--- src/rtl/csrb_pkg.sv ---
package csrb_pkg;
  localparam int HALF_W     = 16;
  localparam int WORD_W     = 2 * HALF_W;
  localparam int REG_ADDR_W = 11;
  localparam int TGT_HI_W   = 4;
  localparam int TGT_LO_W   = 2;
  localparam int TGT_W      = TGT_HI_W + TGT_LO_W;
  localparam int IDX_W      = 2;

  // command word bit positions
  localparam int CMD_GO_BIT  = 15;
  localparam int CMD_RD_BIT  = 14;
  localparam int CMD_TLO_LSB = 12;

  // upper target values that keep the low target bits
  localparam logic [TGT_HI_W-1:0] KEEP_HI_A = 4'd1;
  localparam logic [TGT_HI_W-1:0] KEEP_HI_B = 4'd3;

  typedef enum logic [IDX_W-1:0] {
    IDX_DLO = 2'd0,
    IDX_DHI = 2'd1,
    IDX_CMD = 2'd2,
    IDX_TGT = 2'd3
  } reg_idx_e;

  typedef enum logic {
    ST_IDLE = 1'b0,
    ST_WAIT = 1'b1
  } seq_state_e;
endpackage

--- src/rtl/csrb_regfile.sv ---
module csrb_regfile
  import csrb_pkg::*;
(
  input  logic                  clk,
  input  logic                  rst_n,
  input  logic                  host_wr,
  input  logic [IDX_W-1:0]      host_addr,
  input  logic [HALF_W-1:0]     host_wdata,
  input  logic                  busy,
  input  logic                  cap_en,
  input  logic [WORD_W-1:0]     cap_data,
  output logic [HALF_W-1:0]     host_rdata,
  output logic [WORD_W-1:0]     wr_word,
  output logic                  cmd_rd,
  output logic [TGT_LO_W-1:0]   cmd_tlo,
  output logic [REG_ADDR_W-1:0] cmd_addr,
  output logic [TGT_HI_W-1:0]   tgt_hi
);
  localparam int CMD_KEEP_W = HALF_W - 1;

  logic [HALF_W-1:0]     dlo_q, dlo_d, dhi_q, dhi_d;
  logic [CMD_KEEP_W-1:0] cmd_q, cmd_d;
  logic [TGT_HI_W-1:0]   tgt_q, tgt_d;
  logic                  dlo_en, dhi_en, cmd_en, tgt_en;
  logic                  wr_ok;

  always_comb begin
    wr_ok  = host_wr && !busy;
    dlo_en = cap_en || (wr_ok && host_addr == IDX_DLO);
    dhi_en = cap_en || (wr_ok && host_addr == IDX_DHI);
    cmd_en = wr_ok && host_addr == IDX_CMD;
    tgt_en = wr_ok && host_addr == IDX_TGT;
    dlo_d  = cap_en ? cap_data[HALF_W-1:0]      : host_wdata;
    dhi_d  = cap_en ? cap_data[WORD_W-1:HALF_W] : host_wdata;
    cmd_d  = host_wdata[CMD_KEEP_W-1:0];
    tgt_d  = host_wdata[TGT_HI_W-1:0];
  end

  always_ff @(posedge clk or negedge rst_n) begin
    if (!rst_n) begin
      dlo_q <= '0;
      dhi_q <= '0;
      cmd_q <= '0;
      tgt_q <= '0;
    end else begin
      if (dlo_en) dlo_q <= dlo_d;
      if (dhi_en) dhi_q <= dhi_d;
      if (cmd_en) cmd_q <= cmd_d;
      if (tgt_en) tgt_q <= tgt_d;
    end
  end

  always_comb begin
    unique case (host_addr)
      IDX_DLO: host_rdata = dlo_q;
      IDX_DHI: host_rdata = dhi_q;
      IDX_CMD: host_rdata = {!busy, cmd_q};
      default: host_rdata = {{(HALF_W-TGT_HI_W){1'b0}}, tgt_q};
    endcase
  end

  assign wr_word  = {dhi_q, dlo_q};
  assign cmd_rd   = cmd_q[CMD_RD_BIT];
  assign cmd_tlo  = cmd_q[CMD_TLO_LSB +: TGT_LO_W];
  assign cmd_addr = cmd_q[REG_ADDR_W-1:0];
  assign tgt_hi   = tgt_q;
endmodule

--- src/rtl/csrb_target_map.sv ---
module csrb_target_map
  import csrb_pkg::*;
(
  input  logic [TGT_HI_W-1:0] tgt_hi,
  input  logic [TGT_LO_W-1:0] tgt_lo_req,
  output logic [TGT_W-1:0]    target
);
  logic keep_lo;

  always_comb begin
    keep_lo = (tgt_hi == KEEP_HI_A) || (tgt_hi == KEEP_HI_B);
    target  = {tgt_hi, keep_lo ? tgt_lo_req : {TGT_LO_W{1'b0}}};
  end
endmodule

--- src/rtl/csrb_seq.sv ---
module csrb_seq
  import csrb_pkg::*;
(
  input  logic              clk,
  input  logic              rst_n,
  input  logic              cmd_wr,
  input  logic              go_bit,
  input  logic              rd_sel,
  input  logic              ib_ack,
  input  logic [WORD_W-1:0] ib_rdata,
  output logic              busy,
  output logic              ib_req,
  output logic              cap_en,
  output logic [WORD_W-1:0] cap_data
);
  seq_state_e state_q, state_d;
  logic       start;

  always_comb begin
    start   = cmd_wr && go_bit && (state_q == ST_IDLE);
    state_d = state_q;
    unique case (state_q)
      ST_IDLE: if (start)  state_d = ST_WAIT;
      ST_WAIT: if (ib_ack) state_d = ST_IDLE;
      default: state_d = ST_IDLE;
    endcase
  end

  always_ff @(posedge clk or negedge rst_n) begin
    if (!rst_n) state_q <= ST_IDLE;
    else        state_q <= state_d;
  end

  assign busy     = (state_q == ST_WAIT);
  assign ib_req   = busy;
  assign cap_en   = busy && ib_ack && rd_sel;
  assign cap_data = ib_rdata;
endmodule

--- src/rtl/csr_window_bridge.sv ---
module csr_window_bridge
  import csrb_pkg::*;
(
  input  logic                  clk,
  input  logic                  rst_n,
  input  logic                  host_wr,
  input  logic [IDX_W-1:0]      host_addr,
  input  logic [HALF_W-1:0]     host_wdata,
  output logic [HALF_W-1:0]     host_rdata,
  output logic                  ib_req,
  output logic                  ib_we,
  output logic [TGT_W-1:0]      ib_target,
  output logic [REG_ADDR_W-1:0] ib_addr,
  output logic [WORD_W-1:0]     ib_wdata,
  input  logic                  ib_ack,
  input  logic [WORD_W-1:0]     ib_rdata
);
  logic [1:0]            rst_sync_q;
  logic                  rst_ni;
  logic                  busy, cap_en, cmd_rd;
  logic [WORD_W-1:0]     cap_data;
  logic [TGT_LO_W-1:0]   cmd_tlo;
  logic [TGT_HI_W-1:0]   tgt_hi;

  // asynchronous assertion, synchronous release
  always_ff @(posedge clk or negedge rst_n) begin
    if (!rst_n) rst_sync_q <= 2'b00;
    else        rst_sync_q <= {rst_sync_q[0], 1'b1};
  end
  assign rst_ni = rst_sync_q[1];

  csrb_regfile u_regs (
    .clk        (clk),
    .rst_n      (rst_ni),
    .host_wr    (host_wr),
    .host_addr  (host_addr),
    .host_wdata (host_wdata),
    .busy       (busy),
    .cap_en     (cap_en),
    .cap_data   (cap_data),
    .host_rdata (host_rdata),
    .wr_word    (ib_wdata),
    .cmd_rd     (cmd_rd),
    .cmd_tlo    (cmd_tlo),
    .cmd_addr   (ib_addr),
    .tgt_hi     (tgt_hi)
  );

  csrb_target_map u_tmap (
    .tgt_hi     (tgt_hi),
    .tgt_lo_req (cmd_tlo),
    .target     (ib_target)
  );

  csrb_seq u_seq (
    .clk      (clk),
    .rst_n    (rst_ni),
    .cmd_wr   (host_wr && host_addr == IDX_CMD),
    .go_bit   (host_wdata[CMD_GO_BIT]),
    .rd_sel   (cmd_rd),
    .ib_ack   (ib_ack),
    .ib_rdata (ib_rdata),
    .busy     (busy),
    .ib_req   (ib_req),
    .cap_en   (cap_en),
    .cap_data (cap_data)
  );

  assign ib_we = !cmd_rd;
endmodule

--- config.mk ---
export PLATFORM = sky130hd
export DESIGN_NAME = csr_window_bridge
export DESIGN_NICKNAME = d
export VERILOG_FILES = /design/src/rtl/csrb_pkg.sv /design/src/rtl/csrb_regfile.sv /design/src/rtl/csrb_target_map.sv /design/src/rtl/csrb_seq.sv /design/src/rtl/csr_window_bridge.sv
export SDC_FILE = /design/constraint.sdc
export NUM_CORES = 1
export LEC_CHECK = 0
export BUFFER_PORTS_ARGS = -buffer_cell sky130_fd_sc_hd__buf_2
export CORE_ASPECT_RATIO = 2
export CORE_MARGIN = 2
export CORE_UTILIZATION = 32
export CTS_CLUSTER_DIAMETER = 150
export CTS_CLUSTER_SIZE = 8
export DETAILED_ROUTE_END_ITERATION = 7
export RECOVER_POWER = 100
export SLEW_MARGIN = 20
export SYNTH_ARGS = -nofsm -noshare
export SYNTH_HDL_FRONTEND = slang
export SYNTH_SLANG_ARGS = --single-unit
--- constraint.sdc ---
create_clock -name clk -period 2 [get_ports clk]
set_input_delay 0.2 -clock clk [delete_from_list [all_inputs] [get_ports clk]]
set_output_delay 0.2 -clock clk [all_outputs]
set_load 0.05 [all_outputs]
==> results.json, run 1 <==
{
  "timing.hold.worst.class": "input pin to flip-flop",
  "min_delay_worst_endpoint": "u_regs.dhi_q[3]$_DFFE_PN0P_",
  "core_region_area_mm2": 0.00889,
  "tritoncts": "yes",
  "start_util_pct": 32.6,
  "timing.final.crit_share_pct": 90.2,
  "route.layer.met1.wl_um": 2880,
  "synthCells": 221,
  "chipWidth_um": 71.3,
  "setup.worst_path.class": "flip-flop to flip-flop",
  "topRoutingLayerUsed": "met4",
  "clkSinkCount": 54,
  "maxSlewHeadroom_pct": 29.7,
  "setup_total_negative_slack_ns": 0,
  "num_vias": 2204,
  "antenna_violating_nets_post_route": 0,
  "drc_errors": 0,
  "pwr_density_mw_per_mm2": 1270,
  "p_clk_share_pct": 19.2,
  "die_h_um": 139,
  "proportion_of_synthesized_chip_area_in_sequential_cells_pct": 46.6,
  "setup.reg_to_reg.worst_slack_ns": 0.20,
  "wl_per_cell_um": 18.6,
  "share_of_synthesized_area_spent_on_multiplexers_pct": 37.4,
  "power_total_mw": 4.63,
  "max_cap_violations": 0,
  "syn_nets": 275,
  "synth_compound_area_share_pct": 4.36,
  "number_of_antenna_violations_at_the_first_check_in_global_routing": 0,
  "clk_pin_slew_worst_paths_ns": 0.07,
  "ys_seq_elements": 54,
  "cts.root.buffer_cell": "sky130_fd_sc_hd__clkbuf_16",
  "share_of_layout_cells_above_drive_strength_1_pct": 49.6,
  "placement.cell_area_mm2": 0.00358,
  "hold_violations": 0,
  "drtPass1Iterations": 4,
  "met3_length_um": 420,
  "power_leakage_nw": 1.61,
  "postCtsSetupRepairBufs": 0,
  "dr_wl_met2_um": 4740,
  "syn_to_final_growth_pct": 26.1,
  "transition_time_at_the_pin_with_the_least_slew_margin_ns": 1.05,
  "synth_simple_gate_area_share_pct": 4.84,
  "power.ir.vdd_worst_v": 0.000541,
  "insertion_delay_ns": 0.29,
  "fin_worst_skew_ns": 0.00408,
  "routed_via_density": 5.02,
  "adder_cell_area_share_of_the_yosys_netlist_pct": 0,
  "insertedDiodeCount": 0,
  "i_o_pins": 121,
  "reg2reg_from": "u_seq.busy$_DFF_PN0_",
  "share_comb_of_total_power_pct": 45.8,
  "hold_slack_ns": 0.160,
  "post_synth_num_cell_types": 22,
  "cts_buffer_depth": 2,
  "worstSetupStartpointType": "flip-flop",
  "power_frac_seq_pct": 35.0,
  "fin_area_mm2": 0.00365,
  "post_synth_xor_area_fraction_pct": 0,
  "setup_viol_count_final": 0,
  "run_status": "complete, no violations",
  "pin_count_of_the_biggest_net_entering_global_routing": 31,
  "grt.overflow.total": 0,
  "finalCriticalPeriod_ns": 1.80,
  "drt_wl_total_um": 8170,
  "cts_buffers": 5,
  "cp_max_fo": 25,
  "achievable-frequency_ghz": 0.554,
  "dp.final_hpwl_um": 6250,
  "power.switching_mw": 2.23,
  "r2r-end": "u_regs.dlo_q[12]$_DFFE_PN0P_",
  "total_standard_cell_area_after_synthesis_mm2": 0.00290,
  "gp_congestion": 0.744,
  "sw_frac_of_total_pct": 48.2,
  "place.port_buffers": 120,
  "die_area_mm2": 0.00988,
  "layout.nets": 390,
  "reg2regPathDepth": 4,
  "htree_num_levels": 2,
  "worstHoldStart": "ib_rdata[19]",
  "synth_top_family_by_area": "multiplexers",
  "global_route_wire_length_before_repair_um": 12800,
  "worst_ep_required_time_ns": 2.17,
  "worst_setup_path_end_kind": "flip-flop",
  "syn_area_per_cell_um2": 13.1,
  "setup_repair_after_global_routing_missed_its_margin": "no",
  "maxSlewViolCount": 0,
  "grt.total_usage_pct": 16.8,
  "worst_ep_arrival_time_ns": 1.98,
  "vias_in_the_first_global_route": 2339,
  "ys_warn_count": 0,
  "first_iter_violations": 48,
  "timing.hold.worst_path_depth": 3,
  "power_report.internal_total_mw": 2.40,
  "fp_rows": 49
}
[layout by cell type (no fill, tap or decap)]
cell type                       Yosys  final
sky130_fd_sc_hd__a21oi_1            4      4
sky130_fd_sc_hd__a31o_2             1      1
sky130_fd_sc_hd__and4bb_2           1      1
sky130_fd_sc_hd__buf_12             0      2
sky130_fd_sc_hd__buf_2              4     53
sky130_fd_sc_hd__buf_4             13      6
sky130_fd_sc_hd__clkbuf_1           2     54
sky130_fd_sc_hd__clkbuf_16          0      5
sky130_fd_sc_hd__clkbuf_2           0     15
sky130_fd_sc_hd__clkbuf_4           0      1
sky130_fd_sc_hd__clkbuf_8           0      1
sky130_fd_sc_hd__clkinv_2           0      1
sky130_fd_sc_hd__clkinvlp_4         0      1
sky130_fd_sc_hd__conb_1             1      1
sky130_fd_sc_hd__dfrtp_1           54     54
sky130_fd_sc_hd__dlygate4sd3_1      0      1
sky130_fd_sc_hd__inv_1              3      3
sky130_fd_sc_hd__mux2_1             2      2
sky130_fd_sc_hd__mux2_2            72     72
sky130_fd_sc_hd__mux2i_1           16     16
sky130_fd_sc_hd__mux4_2             4      4
sky130_fd_sc_hd__nand2_1           14     14
sky130_fd_sc_hd__nand3_4            1      1
sky130_fd_sc_hd__nand4_1            1      1
sky130_fd_sc_hd__nor2_1             4      4
sky130_fd_sc_hd__nor2b_1            1      1
sky130_fd_sc_hd__nor4bb_1           3      1
sky130_fd_sc_hd__nor4bb_2           0      2
sky130_fd_sc_hd__o21ai_0           14      2
sky130_fd_sc_hd__o21ai_1            0     12
sky130_fd_sc_hd__o41ai_4            1      1
[power groups by stage]
stage	registers, mW	logic (mW)	clock network (mW)
global placement	1.62	2.20	0
CTS	1.61	2.22	0.919
floorplan	2.29	1.04	0
finish	1.62	2.12	0.888
global route	1.66	2.21	0.958
detailed placement	1.63	2.22	0
[how the worst max path moves through the flow]
stage                                 startpoint  slack, ns                            to
floorplan           u_regs.tgt_hi[0]$_DFFE_PN0P_       0.05                  ib_target[0]
global placement            u_seq.busy$_DFF_PN0_       0.30   u_regs.cmd_q[0]$_DFFE_PN0P_
detailed placement          u_seq.busy$_DFF_PN0_       0.27   u_regs.cmd_q[0]$_DFFE_PN0P_
CTS                         u_seq.busy$_DFF_PN0_       0.27   u_regs.cmd_q[0]$_DFFE_PN0P_
global route                u_seq.busy$_DFF_PN0_       0.12  u_regs.dlo_q[12]$_DFFE_PN0P_
finish                      u_seq.busy$_DFF_PN0_       0.20  u_regs.dlo_q[12]$_DFFE_PN0P_
[registers in the layout, indices dropped and copies added, names as in the netlist]
register / flops
u_regs.dhi_q: 16
u_regs.tgt_hi: 4
u_seq.busy: 1
u_regs.dlo_q: 16
rst_sync_q: 2
u_regs.cmd_q: 15
[cells in the mapped netlist (all sizes together)]
| master | number | share of area (%) |
|---|---|---|
| dfrtp | 54 | 47 |
| nor4bb | 3 | 1.0 |
| nand3 | 1 | 0.60 |
| clkbuf | 2 | 0.26 |
| mux4 | 4 | 3.1 |
| nand2 | 14 | 1.8 |
| nand4 | 1 | 0.22 |
| mux2 | 74 | 29 |
| conb | 1 | 0.13 |
| mux2i | 16 | 5.5 |
| o41ai | 1 | 0.95 |
| nor2b | 1 | 0.22 |
| nor2 | 4 | 0.52 |
| inv | 3 | 0.39 |
| buf | 22 | 6.0 |
| a21oi | 4 | 0.69 |
| and4bb | 1 | 0.43 |
| a31o | 1 | 0.30 |
| o21ai | 14 | 2.4 |
[worst max-delay path, stage by stage (launching register included)]
cell and delay, ns:
sky130_fd_sc_hd__dfrtp_1 0.49, sky130_fd_sc_hd__nand3_4 0.16, sky130_fd_sc_hd__clkbuf_4 0.37, sky130_fd_sc_hd__mux2_2 0.39
sky130_fd_sc_hd__mux2_2 0.26
[routing by layer]
| metal | track usage, % | vias up |
|---|---|---|
| met3 | 3.13 | 8 |
| met1 | 17.7 | 1105 |
| met2 | 32.3 | 82 |
| li1 | - | 1009 |
| met4 | 5.36 | 0 |
| met5 | 0 | - |
[repair_timing]
item	4_1_cts	5_1_grt
hold buffers	1	0
resized for setup	0	0
endpoints found under the hold margin	2	0
[area by class of cell]
type                    instances  area (µm²)
clock buffers                   6         139
clock inverters                 2        12.5
multi-input cells             140        1370
flip-flops and latches         54        1350
inverters                       3        11.3
well taps                     102         128
repair buffers                132         646
fillers                       900        5240
[logic make-up after synthesis]
group / count (synthesis)
AND/OR/NAND/NOR: 25
buffers and inverters: 27
other: 1
AO/OA/AOI/OAI: 20
flip-flops: 54
multiplexers: 94
[per-stage QoR]
step / util (%) / worst slack [ns] / instances
after global placement: 40.3 / 0.303 / 430
final: 41.1 / 0.196 / 439
after detailed placement: 40.3 / 0.272 / 430
after floorplan: - / 0.0543 / 221
after CTS: 42.1 / 0.267 / 439
after global routing: 41.1 / 0.120 / 439
No activity file was read; power rests on OpenSTA's default activity.
==> inputs of run 2 (changes only) <==
--- a/config.mk
+++ b/config.mk
@@ -8,10 +8,12 @@
 export BUFFER_PORTS_ARGS = -buffer_cell sky130_fd_sc_hd__buf_2
 export CORE_ASPECT_RATIO = 2
 export CORE_MARGIN = 2
-export CORE_UTILIZATION = 32
+export CORE_UTILIZATION = 45
+export CTS_BUF_LIST = sky130_fd_sc_hd__clkbuf_4 sky130_fd_sc_hd__clkbuf_8
 export CTS_CLUSTER_DIAMETER = 150
 export CTS_CLUSTER_SIZE = 8
 export DETAILED_ROUTE_END_ITERATION = 7
+export PLACE_DENSITY = 0.76
 export RECOVER_POWER = 100
 export SLEW_MARGIN = 20
 export SYNTH_ARGS = -nofsm -noshare
==> results.json, run 2 (synthesis gave the netlist of run 1 again) <==
{
  "drtPass1Iterations": 4,
  "setup_repair_after_global_routing_missed_its_margin": "no",
  "timing.final.crit_share_pct": 93.1,
  "seq_area_mm2": 0.00135,
  "gp_congestion": 0.881,
  "share_comb_of_total_power_pct": 48.6,
  "power.ir.vdd_worst_v": 0.000835,
  "fin_area_mm2": 0.00353,
  "clkSinkCount": 54,
  "wl_per_cell_um": 17.1,
  "setup.worst_path.class": "flip-flop to flip-flop",
  "hold_violations": 0,
  "share_of_layout_cells_above_drive_strength_1_pct": 48.1,
  "clk_pin_slew_worst_paths_ns": 0.09,
  "dp.final_hpwl_um": 5660,
  "first_iter_violations": 61,
  "i_o_pins": 121,
  "die_h_um": 117,
  "transition_time_at_the_pin_with_the_least_slew_margin_ns": 1.11,
  "max_cap_violations": 0,
  "drt_wl_total_um": 7230,
  "grt.overflow.total": 0,
  "multi_input_comb_area_mm2": 0.00135,
  "worst_ep_arrival_time_ns": 2.06,
  "insertedDiodeCount": 0,
  "place.port_buffers": 120,
  "routed_via_density": 5.22,
  "worst-path-buf-inv": 1,
  "critPathMaxStageDelay_ns": 0.48,
  "vias_in_the_first_global_route": 2244,
  "cts_buffer_depth": 2,
  "achievable-frequency_ghz": 0.537,
  "setup_total_negative_slack_ns": 0,
  "worst_setup_path_end_kind": "flip-flop",
  "cts.root.buffer_cell": "sky130_fd_sc_hd__clkbuf_8",
  "chipWidth_um": 60.7,
  "most_frequent_standard_cell_in_the_layout_excluding_fill_and_tap_cells": "sky130_fd_sc_hd__mux2_2",
  "timing.hold.worst.class": "input pin to flip-flop",
  "antenna_violating_nets_post_route": 0,
  "sw_frac_of_total_pct": 50.2,
  "drc_errors": 0,
  "syn_to_final_growth_pct": 21.7,
  "global_route_wire_length_before_repair_um": 11000,
  "cts_buffers": 5,
  "die_area_mm2": 0.00714,
  "cp_max_fo": 15,
  "layout.nets": 390,
  "htree_num_levels": 2,
  "worstPathCellList": "nand3_1, clkbuf_2, mux2_2, mux2_2",
  "pwr_density_mw_per_mm2": 1230,
  "nFillCells": 613,
  "power_leakage_nw": 1.56,
  "setup_viol_count_final": 0,
  "num_vias": 2209,
  "placement.setup.worst_slack_ns": 0.251,
  "number_of_antenna_violations_at_the_first_check_in_global_routing": 0,
  "fin_worst_skew_ns": 0.00906,
  "pin_count_of_the_biggest_net_entering_global_routing": 25,
  "grt.total_usage_pct": 21.1,
  "tritoncts": "yes",
  "maxSlewViolCount": 0,
  "power_frac_seq_pct": 37.0,
  "power_report.internal_total_mw": 2.16,
  "start_util_pct": 46.3,
  "biggestRegsByFlops": "u_regs.dhi_q: 16 flops, u_regs.dlo_q: 16 flops, u_regs.cmd_q: 15 flops",
  "placement.cell_area_mm2": 0.00352,
  "worst_ep_required_time_ns": 2.20,
  "smallest_setup_slack_after_layout_ns": 0.138,
  "run_status": "complete, no violations",
  "crit_slowest_cell": "sky130_fd_sc_hd__dfrtp_1",
  "power_total_mw": 4.34,
  "fp_rows": 41,
  "cell_family_contributing_the_most_delay_on_the_critical_path": "multiplexers",
  "finalCriticalPeriod_ns": 1.86,
  "insertion_delay_ns": 0.31,
  "cp_common_cell": "sky130_fd_sc_hd__mux2_2",
  "mostFrequentLayoutCells": "72 x sky130_fd_sc_hd__mux2_2, 58 x sky130_fd_sc_hd__clkbuf_1, 54 x sky130_fd_sc_hd__dfrtp_1",
  "power.switching_mw": 2.18,
  "maxSlewHeadroom_pct": 25.9,
  "core_region_area_mm2": 0.00626,
  "p_clk_share_pct": 14.4,
  "worstSetupStartpointType": "flip-flop"
}
[run 2: cell count changes in the layout (fill, tap and decap cells not counted), moves of 2 or more]
cell,before,now
sky130_fd_sc_hd__clkbuf_16,5,0
sky130_fd_sc_hd__clkbuf_1,54,58
sky130_fd_sc_hd__clkbuf_8,1,5
sky130_fd_sc_hd__buf_12,2,0
sky130_fd_sc_hd__clkbuf_4,1,3
[run 2: what timing repair did]
action | CTS | global route
setup buffers | 0 | 0
endpoints found under the hold margin | 2 | 0
gates resized for setup | 0 | 0
hold buffers | 1 | 0
[run 2: cell type report]
cell class	instances	share of cell area, %
Sequential cell	54	38.3
Timing Repair Buffer	132	17.3
Clock inverter	1	0.213
Clock buffer	7	2.38
Inverter	3	0.319
Multi-Input combinational cell	140	38.4
Tap cell	86	3.05
[run 2: per-stage QoR]
stage          instances  util (%)  hold slack (ns)
2_1_floorplan        221         -          -0.0956
3_3_place_gp         414      56.3          -0.0144
3_5_place_dp         414      56.3          -0.0121
4_1_cts              423      57.9            0.114
5_1_grt              423      56.3            0.128
6_report             423      56.3            0.122
[run 2: final timing paths]
path                                                end  cells past startpoint  slack, ns               startpoint
max                        u_regs.dhi_q[10]$_DFFE_PN0P_                      4       0.14     u_seq.busy$_DFF_PN0_
min                        u_regs.cmd_q[14]$_DFFE_PN0P_                      3       0.12           host_wdata[14]
max reg2reg                u_regs.dhi_q[10]$_DFFE_PN0P_                      4       0.14     u_seq.busy$_DFF_PN0_
min reg2reg                u_regs.dlo_q[12]$_DFFE_PN0P_                      0       0.16  rst_sync_q[1]$_DFF_PN0_
max in group asynchronous   u_regs.cmd_q[6]$_DFFE_PN0P_                      1       0.49  rst_sync_q[1]$_DFF_PN0_
min in group asynchronous  u_regs.dlo_q[12]$_DFFE_PN0P_                      0       0.16  rst_sync_q[1]$_DFF_PN0_
[run 2: worst min-delay path, cell delays in order]
cell and delay, ns:
sky130_fd_sc_hd__buf_2 0.10, sky130_fd_sc_hd__nand2_1 0.04, sky130_fd_sc_hd__o21ai_0 0.06
[run 2: power groups by stage]
stage	Sequential (mW)	Combinational, mW	Clock, mW
CTS	1.60	2.21	0.647
global route	1.64	2.20	0.687
floorplan	2.29	1.04	0
global placement	1.61	2.18	0
detailed placement	1.62	2.20	0
finish	1.61	2.11	0.626
[run 2: per-layer routing]
layer	GRT usage, %	vias up	wire length (µm)
li1	-	1015	-
met1	22.5	1093	2610
met2	38.4	83	4090
met3	3.96	18	323
met4	8.29	0	206
met5	0	-	0
